--- config.mk ---
export PLATFORM = sky130hd
export DESIGN_NAME = sproc_unit
export DESIGN_NICKNAME = d
export VERILOG_FILES = /design/src/rtl/sproc_pkg.sv /design/src/rtl/sproc_stage.sv /design/src/rtl/sproc_core.sv /design/src/rtl/sproc_ctrl.sv /design/src/rtl/sproc_unit.sv
export SDC_FILE = /design/constraint.sdc
export NUM_CORES = 1
export LEC_CHECK = 0
export BUFFER_PORTS_ARGS = -buffer_cell sky130_fd_sc_hd__buf_4
export CAP_MARGIN = 30
export CORE_MARGIN = 2
export CORE_UTILIZATION = 40
export DETAILED_ROUTE_END_ITERATION = 16
export GPL_ROUTABILITY_DRIVEN = 0
export PLACE_DENSITY = 0.63
export SLEW_MARGIN = 20
export SYNTH_ARGS = -nofsm -noshare
export SYNTH_HDL_FRONTEND = slang
export SYNTH_SLANG_ARGS = --single-unit
--- constraint.sdc ---
create_clock -name clk_i -period 3.6 [get_ports clk_i]
set_input_delay 1.08 -clock clk_i [delete_from_list [all_inputs] [get_ports clk_i]]
set_output_delay 1.08 -clock clk_i [all_outputs]
set_load 0.02 [all_outputs]
--- src/rtl/sproc_pkg.sv ---
package sproc_pkg;
  localparam int DATA_W = 32;
  localparam int CRD_W  = 3;
  localparam int ADDR_W = 2 * CRD_W;
  localparam int CNT_W  = 16;
  localparam int ADDR_LSB = CNT_W;

  typedef struct packed {
    logic              instr;
    logic              tail;
    logic [DATA_W-1:0] data;
  } flit_t;

  typedef enum logic [1:0] {
    ST_RELEASE = 2'd0,
    ST_RESERVE = 2'd1,
    ST_IDLE    = 2'd2
  } sproc_state_e;
endpackage

--- src/rtl/sproc_stage.sv ---
module sproc_stage
  import sproc_pkg::*;
(
  input  logic  clk_i,
  input  logic  rst_ni,
  input  logic  in_valid_i,
  input  flit_t in_flit_i,
  output logic  in_ready_o,
  output logic  out_valid_o,
  output flit_t out_flit_o,
  input  logic  out_ready_i
);
  logic  full_q;
  flit_t flit_q;

  assign in_ready_o  = !full_q || out_ready_i;
  assign out_valid_o = full_q;
  assign out_flit_o  = flit_q;

  always_ff @(posedge clk_i or negedge rst_ni) begin
    if (!rst_ni) begin
      full_q <= 1'b0;
      flit_q <= '0;
    end else if (in_valid_i && in_ready_o) begin
      full_q <= 1'b1;
      flit_q <= in_flit_i;
    end else if (out_ready_i) begin
      full_q <= 1'b0;
    end
  end
endmodule

--- src/rtl/sproc_core.sv ---
module sproc_core
  import sproc_pkg::*;
#(
  parameter int THRESH = 110
) (
  input  logic  clk_i,
  input  logic  rst_ni,
  input  logic  in_valid_i,
  input  flit_t in_flit_i,
  output logic  in_ready_o,
  output logic  out_valid_o,
  output flit_t out_flit_o,
  input  logic  out_ready_i
);
  flit_t res;

  always_comb begin
    res       = '0;
    res.tail  = in_flit_i.tail;
    res.data  = ($signed(in_flit_i.data) < $signed(THRESH)) ? '0 : DATA_W'(1);
  end

  sproc_stage u_stage (
    .clk_i      (clk_i),
    .rst_ni     (rst_ni),
    .in_valid_i (in_valid_i),
    .in_flit_i  (res),
    .in_ready_o (in_ready_o),
    .out_valid_o(out_valid_o),
    .out_flit_o (out_flit_o),
    .out_ready_i(out_ready_i)
  );
endmodule

--- src/rtl/sproc_ctrl.sv ---
module sproc_ctrl
  import sproc_pkg::*;
#(
  parameter logic [ADDR_W-1:0] MY_ADDR = '0
) (
  input  logic               clk_i,
  input  logic               rst_ni,
  input  logic               in_valid_i,
  output logic               in_ready_o,
  output logic               buf_in_valid_o,
  input  logic               buf_in_ready_i,
  output logic               core_in_valid_o,
  input  logic               core_in_ready_i,
  input  logic               buf_out_valid_i,
  input  flit_t              buf_out_flit_i,
  output logic               buf_out_ready_o,
  input  logic               core_out_valid_i,
  input  flit_t              core_out_flit_i,
  output logic               core_out_ready_o,
  output logic               out_valid_o,
  output flit_t              out_flit_o,
  input  logic               out_ready_i,
  output sproc_state_e       state_o,
  output logic [CNT_W-1:0]   cnt_o,
  output logic [CNT_W-1:0]   tgt_o
);
  sproc_state_e     state_q, state_d;
  logic [CNT_W-1:0] cnt_q, cnt_d, tgt_q, tgt_d;
  logic [CNT_W-1:0] hit_cnt;
  logic             head_hit;

  assign hit_cnt  = buf_out_flit_i.data[CNT_W-1:0];
  assign head_hit = buf_out_valid_i && buf_out_flit_i.instr &&
                    (buf_out_flit_i.data[ADDR_LSB +: ADDR_W] == MY_ADDR);

  always_comb begin
    in_ready_o       = 1'b0;
    buf_in_valid_o   = 1'b0;
    core_in_valid_o  = 1'b0;
    buf_out_ready_o  = 1'b0;
    core_out_ready_o = 1'b0;
    out_valid_o      = 1'b0;
    out_flit_o       = buf_out_flit_i;
    state_d          = state_q;
    cnt_d            = cnt_q;
    tgt_d            = tgt_q;
    unique case (state_q)
      ST_RELEASE: begin
        // a matching instruction at the head is dropped; input waits so the
        // next flit is steered to the core, not into the buffer
        buf_in_valid_o  = in_valid_i && !head_hit;
        in_ready_o      = buf_in_ready_i && !head_hit;
        out_valid_o     = buf_out_valid_i && !head_hit;
        buf_out_ready_o = head_hit || out_ready_i;
        if (head_hit && hit_cnt != '0) begin
          state_d = ST_RESERVE;
          cnt_d   = '0;
          tgt_d   = hit_cnt;
        end
      end
      ST_RESERVE: begin
        core_in_valid_o  = in_valid_i;
        in_ready_o       = core_in_ready_i;
        out_valid_o      = core_out_valid_i;
        out_flit_o       = core_out_flit_i;
        core_out_ready_o = out_ready_i;
        if (in_valid_i && core_in_ready_i) begin
          cnt_d = cnt_q + 1'b1;
          if (cnt_d == tgt_q) state_d = ST_IDLE;
        end
      end
      ST_IDLE: begin
        out_valid_o      = core_out_valid_i;
        out_flit_o       = core_out_flit_i;
        core_out_ready_o = out_ready_i;
        if (!core_out_valid_i || out_ready_i) state_d = ST_RELEASE;
      end
      default: state_d = ST_RELEASE;
    endcase
  end

  always_ff @(posedge clk_i or negedge rst_ni) begin
    if (!rst_ni) begin
      state_q <= ST_RELEASE;
      cnt_q   <= '0;
      tgt_q   <= '0;
    end else begin
      state_q <= state_d;
      cnt_q   <= cnt_d;
      tgt_q   <= tgt_d;
    end
  end

  assign state_o = state_q;
  assign cnt_o   = cnt_q;
  assign tgt_o   = tgt_q;
endmodule

--- src/rtl/sproc_unit.sv ---
module sproc_unit
  import sproc_pkg::*;
#(
  parameter int ROUTER_X = 3,
  parameter int ROUTER_Y = 5,
  parameter int THRESH   = 110
) (
  input  logic              clk_i,
  input  logic              rst_ni,
  input  logic              in_valid_i,
  input  logic              in_instr_i,
  input  logic              in_tail_i,
  input  logic [DATA_W-1:0] in_data_i,
  output logic              in_ready_o,
  output logic              out_valid_o,
  output logic              out_instr_o,
  output logic              out_tail_o,
  output logic [DATA_W-1:0] out_data_o,
  input  logic              out_ready_i
);
  localparam logic [ADDR_W-1:0] MY_ADDR = {CRD_W'(ROUTER_X), CRD_W'(ROUTER_Y)};

  flit_t            in_flit, buf_out_flit, core_out_flit, out_flit;
  logic             buf_in_valid, buf_in_ready, buf_out_valid, buf_out_ready;
  logic             core_in_valid, core_in_ready, core_out_valid, core_out_ready;
  sproc_state_e     state;
  logic [CNT_W-1:0] cnt, tgt;

  assign in_flit = '{instr: in_instr_i, tail: in_tail_i, data: in_data_i};

  sproc_stage u_buf (
    .clk_i      (clk_i),
    .rst_ni     (rst_ni),
    .in_valid_i (buf_in_valid),
    .in_flit_i  (in_flit),
    .in_ready_o (buf_in_ready),
    .out_valid_o(buf_out_valid),
    .out_flit_o (buf_out_flit),
    .out_ready_i(buf_out_ready)
  );

  sproc_core #(.THRESH(THRESH)) u_core (
    .clk_i      (clk_i),
    .rst_ni     (rst_ni),
    .in_valid_i (core_in_valid),
    .in_flit_i  (in_flit),
    .in_ready_o (core_in_ready),
    .out_valid_o(core_out_valid),
    .out_flit_o (core_out_flit),
    .out_ready_i(core_out_ready)
  );

  sproc_ctrl #(.MY_ADDR(MY_ADDR)) u_ctrl (
    .clk_i           (clk_i),
    .rst_ni          (rst_ni),
    .in_valid_i      (in_valid_i),
    .in_ready_o      (in_ready_o),
    .buf_in_valid_o  (buf_in_valid),
    .buf_in_ready_i  (buf_in_ready),
    .core_in_valid_o (core_in_valid),
    .core_in_ready_i (core_in_ready),
    .buf_out_valid_i (buf_out_valid),
    .buf_out_flit_i  (buf_out_flit),
    .buf_out_ready_o (buf_out_ready),
    .core_out_valid_i(core_out_valid),
    .core_out_flit_i (core_out_flit),
    .core_out_ready_o(core_out_ready),
    .out_valid_o     (out_valid_o),
    .out_flit_o      (out_flit),
    .out_ready_i     (out_ready_i),
    .state_o         (state),
    .cnt_o           (cnt),
    .tgt_o           (tgt)
  );

  assign out_instr_o = out_flit.instr;
  assign out_tail_o  = out_flit.tail;
  assign out_data_o  = out_flit.data;
endmodule

# Word level (Yosys, flattened, before mapping)
# Cells that the tools add are included.
# totals
reg_bits,103
latch_bits,0
ramBits,0
rom_bits,0
in_bits,38
out_inout_bits,36
elab_cells,65
mem_count,0
# classes
add_sub_neg,1
mul,0
div_mod_pow,0
order_cmp,1
eq_ne,8
shifts,0
mux,20
bitwise,0
n_reduce_logical,25
# ops
operator,count
$mux W34,1
$lt A32 B8 Y1 const B,1
$mux W16,2
$pmux W16 S2,1
$add A16 B1 Y16 const B,1
$eq A16 B16 Y1,1
$reduce_bool A16 Y1,1
$logic_and A1 B1 Y1,9
$mux W1,9
$mux W2,4
$ne A2 B1 Y1 const B,4
$eq A6 B5 Y1 const B,1
$pmux W2 S3,1
$reduce_bool A2 Y1,3
$logic_or A1 B1 Y1,4
$pmux W1 S2,2
$reduce_and A4 Y1,1
$logic_not A1 Y1,3
$reduce_and A3 Y1,1
$eq A2 B1 Y1 const B,1
$eq A2 B2 Y1 const B,1
$logic_not A2 Y1,1
$reduce_and A2 Y1,1
$reduce_or A2 Y1,1

# Depth between registers and ports, before layout
# logic_depth
depth_word,7
ltp_mapped,11
mapped_depth_nobuf,9

# Hierarchy
# Synthesis repeated with hierarchy kept, for this count alone.
# unflattened
hier_cells,428
area_unflattened_um2,5656.7
# modules_own_cells
module,n_inst,cells_per_inst,area_each_um2,seq_area_each_um2
sproc_stage,2,75,1463.9,875.8
sproc_ctrl,1,267,2656.3,850.8
sproc_core,1,11,72.6,0.0

# Worst setup path after synthesis
# No wires, ideal clock.
# synth_path
path_kind,flip-flop to output port
start,reg u_ctrl.state_q[0] (netlist: u_ctrl.state_o[0])
end,out out_valid_o
arrival_time_ns,1.589
required_time_ns,2.520
setup_slack_ns,0.931
path_stages_with_launch,7
n_path_buf,2
path_cell_list,dfrtp_1 -> inv_1 -> ha_1 -> buf_2 -> clkbuf_1 -> a22oi_1 -> nor2_1
# synth_between
elab_chain_cells,3
elab_cells_between_ends,5
cone_classes,2 x eq/ne; 1 x mux; 2 x reduce/logical
# synth_lines
item,line_no,text
"start, declared",sproc_ctrl.sv:27,"sproc_state_e state_q, state_d;"
"start signal, assigned",sproc_ctrl.sv:88,state_q <= state_d;
$eq A2 B1 Y1 / $eq A2 B2 Y1 (equally long branches),sproc_ctrl.sv:47,unique case (state_q)
$reduce_or A2 Y1 (no source line),--,
$pmux W1 S2 (*),sproc_ctrl.sv:47,
"end, declared",sproc_unit.sv:15,"output logic out_valid_o,"
# Mark *: on every way between the ends. The rest lies on a longest branch, timed or not.

# Final worst setup path
# layout_path
start,reg u_ctrl.state_q[0] (netlist: u_ctrl.state_o[0])
end,out in_ready_o
# layout_between
elab_chain_cells,5
elab_cells_between_ends,10
cone_classes,2 x eq/ne; 3 x mux; 5 x reduce/logical
# layout_lines
item,line_no,text
"$eq A2 B1 Y1, or another cell as far along",sproc_ctrl.sv:47,
$reduce_or A2 Y1 (no source line) / $mux W1 (equally long branches),--,
$mux W1 / $logic_or A1 B1 Y1 (equally long branches),"sproc_ctrl.sv:47, sproc_stage.sv:16",
$logic_or A1 B1 Y1 / $logic_and A1 B1 Y1 (equally long branches),"sproc_stage.sv:16, sproc_ctrl.sv:52",
$pmux W1 S2 (*),sproc_ctrl.sv:47,
"end, declared",sproc_unit.sv:14,"output logic in_ready_o,"
# Marked as above.

==> impl_results.html <==
<table>
<tr><th>Metric</th><th>Value</th></tr>
<tr><th colspan="2">Logic synthesis</th></tr>
<tr><td>Count of different cell masters after synthesis</td><td>49</td></tr>
<tr><td>Fraction of the mapped netlist area in compound gates</td><td>11.8%</td></tr>
<tr><td>Mux contribution to synthesized area</td><td>15.7%</td></tr>
<tr><td>Fraction of the mapped netlist area in simple logic gates</td><td>16.5%</td></tr>
<tr><td>Sequential share of the synthesized area</td><td>46.5%</td></tr>
<tr><td>Cell area after synthesis</td><td>0.00388 mm²</td></tr>
<tr><td>Register bit total from synthesis</td><td>72</td></tr>
<tr><td>Proportion of register bits with asynchronous set or reset after synthesis</td><td>100%</td></tr>
<tr><td>Post-synthesis cell count</td><td>359</td></tr>
<tr><td>Average size of a mapped cell</td><td>10.8 µm²</td></tr>
<tr><td>Main synth FF type</td><td>sky130_fd_sc_hd__dfrtp_1</td></tr>
<tr><td>Share of synthesized cell area in full adder, half adder and majority cells</td><td>1.61%</td></tr>
<tr><td>Main combinational cell family by area after synthesis</td><td>simple AND/OR/NAND/NOR gates</td></tr>
<tr><td>Number of enable-type register cells in the synthesized netlist</td><td>0</td></tr>
<tr><td>Number of warnings printed during yosys synthesis</td><td>0</td></tr>
<tr><td>Synthesized net count</td><td>402</td></tr>
<tr><td>Xor/xnor cell area share of the yosys netlist</td><td>4.97%</td></tr>
<tr><th colspan="2">Timing</th></tr>
<tr><td>Actual transition at the worst max-transition pin</td><td>0.701 ns</td></tr>
<tr><td>Rel. slew slack</td><td>53.1%</td></tr>
<tr><td>FMAX</td><td>0.316 GHz</td></tr>
<tr><td>Number of endpoints with negative hold slack in the final report</td><td>0</td></tr>
<tr><td>Worst Hold Slack</td><td>0.488 ns</td></tr>
<tr><td>Worst Clk Skew</td><td>0.00738 ns</td></tr>
<tr><td>Min Clock Period, post-route</td><td>3.17 ns</td></tr>
<tr><td>Setup repair after global routing missed its margin</td><td>false</td></tr>
<tr><td>Final worst slack</td><td>0.433 ns</td></tr>
<tr><td>Post-route fraction of the period consumed by the critical path</td><td>88.0%</td></tr>
<tr><td>Total count of max-transition violations in the final report</td><td>0</td></tr>
<tr><td>Setup violators final</td><td>0</td></tr>
<tr><td>Final TNS setup</td><td>0 ns</td></tr>
<tr><th colspan="2">Power</th></tr>
<tr><td>Power Dens Cells</td><td>720 mW/mm²</td></tr>
<tr><td>Power after layout</td><td>3400 µW</td></tr>
<tr><td>Worst-case vdd ir drop</td><td>0.516 mV</td></tr>
<tr><td>Static Leak</td><td>0.00208 µW</td></tr>
<tr><th colspan="2">Clocking</th></tr>
<tr><td>CTS tree</td><td>built</td></tr>
<tr><td>Clock input transition at the sequential cells of the worst setup and hold paths</td><td>0.08 ns</td></tr>
<tr><td>Clock Sinks</td><td>72</td></tr>
<tr><td>CTS buffer count</td><td>9</td></tr>
<tr><td>Clock Tree Buf Depth</td><td>2</td></tr>
<tr><td>Clock network latency to the later pin of the worst-skew pair</td><td>0.34 ns</td></tr>
<tr><td>Number of gates resized after CTS</td><td>0</td></tr>
<tr><td>Post-CTS Setup Inserts</td><td>0</td></tr>
<tr><td>Clock Tree Root</td><td>sky130_fd_sc_hd__clkbuf_8</td></tr>
<tr><td>Number of buffers inserted for hold repair after clock tree synthesis</td><td>0</td></tr>
<tr><td>Maximum level of the CTS H-tree</td><td>3</td></tr>
<tr><th colspan="2">Floorplan</th></tr>
<tr><td>Overall die height</td><td>102 µm</td></tr>
<tr><td>Std-Cell Core Area</td><td>0.00933 mm²</td></tr>
<tr><td>I/O pin cnt</td><td>74</td></tr>
<tr><td>DIE AREA</td><td>0.0105 mm²</td></tr>
<tr><td>Width of the die</td><td>102 µm</td></tr>
<tr><td>Initial standard-cell utilization of the core</td><td>41.6%</td></tr>
<tr><td>Count of standard-cell rows</td><td>35</td></tr>
<tr><th colspan="2">Final layout</th></tr>
<tr><td>Area growth from synthesis to layout</td><td>21.8%</td></tr>
<tr><td>Final Cell Area</td><td>0.00472 mm²</td></tr>
<tr><td>Number of nets in the layout</td><td>472</td></tr>
<tr><td># diodes</td><td>0</td></tr>
<tr><td>Fraction of final layout cells sized beyond drive strength 1</td><td>35.3%</td></tr>
<tr><th colspan="2">Flow run</th></tr>
<tr><td>Max_cap viols</td><td>0</td></tr>
<tr><th colspan="2">Placement</th></tr>
<tr><td>DP HPWL</td><td>6.44 mm</td></tr>
<tr><td>Port bufs</td><td>73</td></tr>
<tr><td>Pre-CTS setup slack</td><td>0.788 ns</td></tr>
<tr><td>Placed instance area</td><td>0.00452 mm²</td></tr>
<tr><th colspan="2">Detailed routing</th></tr>
<tr><td>Via count of the routed design</td><td>2,942</td></tr>
<tr><td>Average wire per cell in the routed design</td><td>15.7 µm</td></tr>
<tr><td>DRC violation count after routing</td><td>0</td></tr>
<tr><td>Number of vias per cell</td><td>5.23</td></tr>
<tr><td>Sum of routed wire length over all layers</td><td>8.85 mm</td></tr>
<tr><td>Iteration count of the initial detailed-routing pass</td><td>4</td></tr>
<tr><td>Number of violations reported at the end of detailed-routing iteration 0</td><td>110</td></tr>
<tr><td>Count of antenna-violating nets left after detailed routing</td><td>0</td></tr>
<tr><th colspan="2">Status</th></tr>
<tr><td>Status</td><td>complete, no violations</td></tr>
<tr><th colspan="2">Global route</th></tr>
<tr><td>Antenna violations before repair</td><td>0</td></tr>
<tr><td>Total overflow reported by the global router</td><td>0</td></tr>
<tr><td>Largest net degree at the start of global routing</td><td>73</td></tr>
<tr><td>Global-route wire length before repair</td><td>14.8 mm</td></tr>
<tr><td>Vias in the first global route</td><td>2,962</td></tr>
<tr><td>GRT Total Usage</td><td>18.1%</td></tr>
<tr><th colspan="2">Worst hold path</th></tr>
<tr><td>Min-Delay Path Class</td><td>reg2reg</td></tr>
<tr><th colspan="2">Critical path</th></tr>
<tr><td>Class of the most critical setup path</td><td>reg2out</td></tr>
<tr><td>Signal arrival time at the worst endpoint</td><td>2.09 ns</td></tr>
<tr><td>Data required time of the worst path</td><td>2.52 ns</td></tr>
<tr><td>Worst-path maximum fanout</td><td>16</td></tr>
<tr><td>CP startpoint kind</td><td>register</td></tr>
<tr><td>Critical path capture point type</td><td>primary output</td></tr>
</table>
report_power, final:
part / total, µW / internal, µW / switching (µW)
registers: 1320 / 1080 / 235
clock network: 584 / 256 / 328
logic: 1500 / 757 / 742
layout by cell type (no fill, tap or decap), types with 3 or more instances in the layout:
| cell type | instances |
|---|---|
| sky130_fd_sc_hd__xor2_1 | 8 |
| sky130_fd_sc_hd__o21ai_0 | 26 |
| sky130_fd_sc_hd__inv_6 | 3 |
| sky130_fd_sc_hd__and3_1 | 3 |
| sky130_fd_sc_hd__nor2b_1 | 35 |
| sky130_fd_sc_hd__nand2_1 | 17 |
| sky130_fd_sc_hd__nand3_1 | 8 |
| sky130_fd_sc_hd__buf_4 | 76 |
| sky130_fd_sc_hd__mux2_2 | 53 |
| sky130_fd_sc_hd__nor2_1 | 15 |
| sky130_fd_sc_hd__and2_1 | 3 |
| sky130_fd_sc_hd__nand4_1 | 5 |
| sky130_fd_sc_hd__nor3_1 | 3 |
| sky130_fd_sc_hd__inv_1 | 7 |
| sky130_fd_sc_hd__ha_1 | 5 |
| sky130_fd_sc_hd__o31ai_1 | 11 |
| sky130_fd_sc_hd__dfrtp_1 | 72 |
| sky130_fd_sc_hd__xnor2_1 | 14 |
| sky130_fd_sc_hd__clkbuf_8 | 9 |
| sky130_fd_sc_hd__a21oi_1 | 5 |
| sky130_fd_sc_hd__nand2b_1 | 3 |
| sky130_fd_sc_hd__nor4_1 | 10 |
cells by family (layout without fill, tap and decap cells):
family | Yosys count | in the layout
compound gates | 68 | 68
xor+xnor | 22 | 22
mux | 54 | 54
simple gates | 113 | 113
buf+inv | 25 | 100
flops | 72 | 72
fa+ha+maj | 5 | 5
cells in the mapped netlist (all sizes together) (3+ instances only):
| library cell | instances | area (µm²) |
|---|---|---|
| nor2 | 15 | 56.3 |
| nand3 | 9 | 57.6 |
| mux2 | 53 | 597 |
| a21oi | 5 | 25.0 |
| nand2b | 3 | 18.8 |
| dfrtp | 72 | 1800 |
| clkbuf | 10 | 37.5 |
| nor2b | 35 | 219 |
| and2 | 3 | 18.8 |
| xor2 | 8 | 70.1 |
| o21ai | 27 | 135 |
| ha | 5 | 62.6 |
| and3 | 3 | 18.8 |
| buf | 8 | 52.6 |
| nand4 | 5 | 31.3 |
| nor4 | 10 | 62.6 |
| inv | 7 | 26.3 |
| nor3 | 4 | 25.0 |
| nand2 | 17 | 63.8 |
| o31ai | 12 | 95.1 |
| xnor2 | 14 | 123 |
per-stage QoR:
step | instances | utilization [%]
CTS | 562 | 50.3
finish | 563 | 50.6
detailed placement | 546 | 48.4
floorplan | 359 | -
global route | 563 | 50.6
global placement | 546 | 48.4
final cells by class:
class	count	area, µm²
Inverter	7	26.3
Tap cell	129	161
Timing Repair Buffer	77	598
Multi-Input combinational cell	262	1960
Clock buffer	9	124
Fill cell	845	4610
Clock inverter	7	52.6
Sequential cell	72	1800
state kept, by name, summed over array words and instances, names as in the netlist:
signal / count
u_core.u_stage.out_flit_o: 2
u_ctrl.tgt_o: 16
u_core.u_stage.out_valid_o: 1
u_buf.out_flit_o: 34
u_ctrl.state_o: 2
u_buf.out_valid_o: 1
u_ctrl.cnt_o: 16
path summary, 6_finish.rpt:
path / start / to / slack [ns] / cells after the start
worst max-delay path: u_ctrl.state_o[0] / in_ready_o / 0.43 / 6
worst min-delay path: u_core.u_stage.out_flit_o[0] / u_core.u_stage.out_flit_o[0] / 0.49 / 2
worst max register to register: u_ctrl.state_o[0] / u_ctrl.cnt_o[13] / 0.83 / 7
worst min register to register: u_core.u_stage.out_flit_o[0] / u_core.u_stage.out_flit_o[0] / 0.49 / 2
max in group asynchronous: rst_ni / u_buf.out_flit_o[14] / 2.47 / 2
min in group asynchronous: rst_ni / u_ctrl.cnt_o[15] / 0.59 / 1
critical path: stages (launching register included):
cell and delay [ns]:
sky130_fd_sc_hd__dfrtp_1 0.43, sky130_fd_sc_hd__inv_1 0.08, sky130_fd_sc_hd__ha_1 0.54, sky130_fd_sc_hd__and2_1 0.27
sky130_fd_sc_hd__o21ai_0 0.13, sky130_fd_sc_hd__o221ai_1 0.12, sky130_fd_sc_hd__buf_4 0.17
metal layers:
layer | GRT usage, % | vias to the layer above | part of all wire, %
met4 | 4.92 | 0 | 0.70
li1 | - | 1444 | -
met2 | 28.2 | 76 | 46
met3 | 4.17 | 5 | 5.1
met1 | 25.4 | 1417 | 48
met5 | 0 | - | 0
Power figures use the tool's default switching activity.
